### src/rtl/ts_pkg.sv
package ts_pkg;

    typedef enum logic [1:0] {
        SZ_BYTE  = 2'b00,
        SZ_HALF  = 2'b01,
        SZ_WORD  = 2'b10,
        SZ_DWORD = 2'b11
    } acc_size_e;

    typedef enum logic {
        PORT_LOW  = 1'b0,
        PORT_HIGH = 1'b1
    } port_e;

    // One-hot classification of a strobed access (all zero for no access)
    typedef struct packed {
        logic hit_low;
        logic hit_high;
        logic unused;
    } access_t;

endpackage

### src/rtl/ts_step_counter.sv
module ts_step_counter #(
    parameter int               W    = 64,
    parameter logic [W-1:0]     STEP = 1
) (
    input  logic         clk,
    input  logic         rst_n,
    output logic [W-1:0] count
);
    logic [W-1:0] count_d, count_q;

    always_comb begin
        count_d = count_q + STEP;
    end

    always_ff @(posedge clk or negedge rst_n) begin
        if (!rst_n) count_q <= '0;
        else        count_q <= count_d;
    end

    assign count = count_q;
endmodule

### src/rtl/ts_access_decode.sv
module ts_access_decode
    import ts_pkg::*;
(
    input  logic      rd_en,
    input  logic      wr_en,
    input  logic      port_sel,
    input  logic [1:0] acc_size,
    output access_t   acc
);
    logic is_read;
    logic is_word;

    always_comb begin
        is_read      = rd_en & ~wr_en;
        is_word      = (acc_size_e'(acc_size) == SZ_WORD);
        acc.hit_low  = is_read & is_word & (port_e'(port_sel) == PORT_LOW);
        acc.hit_high = is_read & is_word & (port_e'(port_sel) == PORT_HIGH);
        acc.unused   = is_read & ~is_word;
    end
endmodule

### src/rtl/ts_latch_reader.sv
module ts_latch_reader
    import ts_pkg::*;
#(
    parameter int                    DATA_W = 32,
    parameter logic [2*DATA_W-1:0]   STEP   = 1
) (
    input  logic              clk,
    input  logic              rst_n,
    input  logic              rd_en,
    input  logic              wr_en,
    input  logic              port_sel,
    input  logic [1:0]        acc_size,
    output logic [DATA_W-1:0] rd_data,
    output logic              rd_valid,
    output logic              rd_unused
);
    localparam int TIME_W = 2 * DATA_W;

    typedef struct packed {
        logic [DATA_W-1:0] hold;
        logic [DATA_W-1:0] data;
        logic              valid;
        logic              unused;
    } rsp_state_t;

    logic [TIME_W-1:0] now;
    access_t           acc;
    rsp_state_t        st_d, st_q;

    ts_step_counter #(
        .W    (TIME_W),
        .STEP (STEP)
    ) u_counter (
        .clk   (clk),
        .rst_n (rst_n),
        .count (now)
    );

    ts_access_decode u_decode (
        .rd_en    (rd_en),
        .wr_en    (wr_en),
        .port_sel (port_sel),
        .acc_size (acc_size),
        .acc      (acc)
    );

    always_comb begin
        st_d        = st_q;
        st_d.valid  = acc.hit_low | acc.hit_high | acc.unused;
        st_d.unused = acc.unused;
        if (acc.hit_low) begin
            st_d.data = now[DATA_W-1:0];
            st_d.hold = now[TIME_W-1:DATA_W];
        end else if (acc.hit_high) begin
            st_d.data = st_q.hold;
        end else if (acc.unused) begin
            st_d.data = '1;
        end
    end

    always_ff @(posedge clk or negedge rst_n) begin
        if (!rst_n) st_q <= '0;
        else        st_q <= st_d;
    end

    assign rd_data   = st_q.data;
    assign rd_valid  = st_q.valid;
    assign rd_unused = st_q.unused;
endmodule

### config.mk
export PLATFORM = sky130hd
export DESIGN_NAME = ts_latch_reader
export DESIGN_NICKNAME = d
export VERILOG_FILES = /design/src/rtl/ts_pkg.sv /design/src/rtl/ts_step_counter.sv /design/src/rtl/ts_access_decode.sv /design/src/rtl/ts_latch_reader.sv
export SDC_FILE = /design/constraint.sdc
export NUM_CORES = 1
export LEC_CHECK = 0
export BUFFER_PORTS_ARGS = -buffer_cell sky130_fd_sc_hd__buf_2
export CORE_ASPECT_RATIO = 0.5
export CORE_MARGIN = 2
export CORE_UTILIZATION = 48
export CTS_CLUSTER_SIZE = 12
export DETAILED_ROUTE_END_ITERATION = 7
export GPL_ROUTABILITY_DRIVEN = 0
export PLACE_DENSITY = 0.77
export SETUP_SLACK_MARGIN = 0.05
export SKIP_LAST_GASP = 1
export SLEW_MARGIN = 20
export SYNTH_ARGS = -nofsm -noshare
export SYNTH_HDL_FRONTEND = slang
export SYNTH_SLANG_ARGS = --single-unit
### constraint.sdc
create_clock -name clk -period 6.6 [get_ports clk]
set_clock_uncertainty 0.15 [all_clocks]
set_input_delay 0.99 -clock clk [delete_from_list [all_inputs] [get_ports clk]]
set_output_delay 0.99 -clock clk [all_outputs]
set_load 0.05 [all_outputs]
==> results.toml <==
[yosys]
synth_cells = 530
synth-edff-count = 0
avgSynthCellArea_sq_um = 10.9
syn_area_sq_mm = 0.00577
seq_area_frac_synth = 0.564
yosysTopAreaCell = "dfrtp_1"
synth_fp_nets = 538
yosysUniqueCellTypes = 32
yosys.area.top_type_share = 0.564
ys_ff_latch = 130
synth_area_leaders = "dfrtp_1 (56%), xnor2_1 (5.3%), mux2_2 (5.1%), nand2_1 (4.3%), buf_4 (4.2%)"
synth_ff_type = "dfrtp_1"
synth-async-reset-ratio = 1.00
ys_warn_count = 0

[cells_and_area]
final_common_cell = "dfrtp_1"
fin_util = 0.550
drive_above_1_share = 0.192
nFillCells = 989
design_area_sq_mm = 0.00648
mostFrequentLayoutCells = "dfrtp_1 (130), nand2_1 (66), buf_2 (39), o21ai_0 (38), xnor2_1 (35)"
diodes = 0
fin_nets = 548
syn_to_final_growth_pct = 12.2

[pwr]
p_leak_uw = 0.00305
pwr-share-comb = 0.091
switchingPower_uw = 469
switching_share = 0.248
clockPowerShare = 0.466
p_seq_frac = 0.443
vdd_drop_max_uv = 178
intPower_uw = 1420
p_per_area_mw_per_mm2 = 292
totalPowerFinal_uw = 1890

[cts]
post_cts_buffers = 0
clockBufferDepth = 2
clk_latency_ns = 0.42
cts_resized = 0
cts_root_buffer = "clkbuf_16"
clock_sinks = 130
ctsHtreeMaxLevel = 4
numCtsBuffers = 17
clkTransAtPathRegs_ns = 0.05
holdBufCountCts = 0
cts_tree = "done"

[routing]
num_vias = 3841
drt_wl_total_microns = 11500
drtIter0Drc = 264
drc_errors = 0
vias_per_cell = 5.36
wl_per_cell_microns = 16.0
dr.pass1.iters = 5
postRouteAntennaNets = 0

[critical_path]
critPathBufInv = 0
critPathLaunchType = "flip-flop"
critPathKind = "reg -> reg"
max_stage_delay_ns = 0.59
crit_path_top_delay_cell = "or3_1"
critPathMaxFanout = 10
crit_arrival_ns = 2.95
critPathTopFamily = "simple AND/OR/NAND/NOR gates"
required_ns = 6.75
endpoint_kind = "flip-flop"
path_cells = "ha_1 > nand3_1 > or4_4 > or3_1 > or3_4 > xnor2_2"

[sta]
setup_viol = 0
final_max_slew_viol_count = 0
fmax_mhz = 357
max_slew.worst_pin.slew_ns = 0.974
final.setup.worst_slack_ns = 3.80
finalHoldViolCount = 0
slew_headroom = 0.345
setup_tns_ns = 0
fin_crit_sh = 0.424
min_period_ns = 2.80
rsz0062_at_grt = "no"

[floorplan]
die_h_microns = 81.5
row_count = 28
die_area_sq_mm = 0.0130
io_pins = 41
chipWidth_microns = 159
initial_core_util = 0.490
core_sq_mm = 0.0118

[global_route]
grtUsageTotal = 0.191
grt_max_degree = 82
grt_remaining_overflow = 0
grt_pass1_vias = 3761
antenna_found_initial = 0
grt_pass1_wl_microns = 19200

[run]
drv_cap = 0

[place]
hpwlAfterDp_microns = 7430
portBuffers = 40
dp_slack_ns = 3.02
dpl_cell_area_sq_mm = 0.00588

[run_status]
status = "finished, final reports clean"

[worst_hold_path]
hold_class = "reg -> reg"
synth_stat cells, types with 2 or more instances:
cell and instances:
clkbuf_1 16, nor2_1 19, inv_1 11, or3_1 5, nor2b_1 2, nand4_2 2
and3_1 4, nand2b_1 2, xnor2_1 35, and2_1 2, o21ai_0 38, mux2_2 26
buf_4 32, nor3_1 11, nor4_1 12, nand2_1 66, nand3_1 22, buf_1 3
nand4_1 17, and4_1 8, o22ai_1 32, xor2_1 26, dfrtp_1 130
tightest hold or removal path: stages (launching register included):
cell     delay (ns)
dfrtp_1        0.33
nand2_1        0.04
o21ai_0        0.06
sequential cells by signal, summed over array words and instances, names as in the netlist:
name,cells
rd_valid,1
st_q,32
rd_data,32
u_counter.count,64
rd_unused,1
logic make-up after synthesis:
| family | count (synthesis) | share of synthesized area |
|---|---|---|
| AND/OR/NAND/NOR | 177 | 0.157 |
| flip-flops | 130 | 0.564 |
| AO/OA/AOI/OAI | 70 | 0.0676 |
| buffers and inverters | 64 | 0.0639 |
| XOR/XNOR | 62 | 0.0954 |
| multiplexers | 26 | 0.0507 |
| adder cells (fa/ha/maj) | 1 | 0.00217 |
area by class of cell:
| type | count | area, sq um | share of cell area |
|---|---|---|---|
| clock inverter | 5 | 50.0 | 0.00773 |
| sequential | 130 | 3250 | 0.502 |
| inverter | 11 | 41.3 | 0.00637 |
| tap | 165 | 206 | 0.0319 |
| timing repair buffer | 44 | 253 | 0.0390 |
| clock buffer | 26 | 509 | 0.0786 |
| multi-input combinational | 336 | 2160 | 0.334 |
power groups by stage:
stage / registers [uW] / clock network [uW] / logic [uW]
after global placement: 850 / 0 / 169
after global routing: 841 / 925 / 185
after CTS: 838 / 891 / 171
final: 838 / 880 / 171
after detailed placement: 851 / 0 / 171
after floorplan: 850 / 0 / 156
metal layers:
layer,vias up,track usage,part of all wire
met5,-,0,0
met4,0,0.0818,0.020
met3,20,0.0520,0.037
met2,66,0.300,0.47
met1,1911,0.256,0.47
li1,1844,-,-
through the flow:
stage | instances | hold WS [ns]
after global placement | 685 | 0.310
after CTS | 716 | 0.326
after detailed placement | 685 | 0.317
after floorplan | 530 | 0.288
after global routing | 717 | 0.333
final | 717 | 0.323
path summary, 6_finish.rpt:
path	from	endpoint	slack (ns)	cells past startpoint
max in group asynchronous	rst_n	rd_data[3]$_DFFE_PN0P_	4.70	3
max	u_counter.count[0]$_DFF_PN0_	u_counter.count[40]$_DFF_PN0_	3.80	6
max reg2reg	u_counter.count[0]$_DFF_PN0_	u_counter.count[40]$_DFF_PN0_	3.80	6
min in group asynchronous	rst_n	st_q[50]$_DFFE_PN0P_	0.35	1
min reg2reg	rd_data[26]$_DFFE_PN0P_	rd_data[26]$_DFFE_PN0P_	0.32	2
min	rd_data[26]$_DFFE_PN0P_	rd_data[26]$_DFFE_PN0P_	0.32	2
Power figures use the tool's default switching activity.
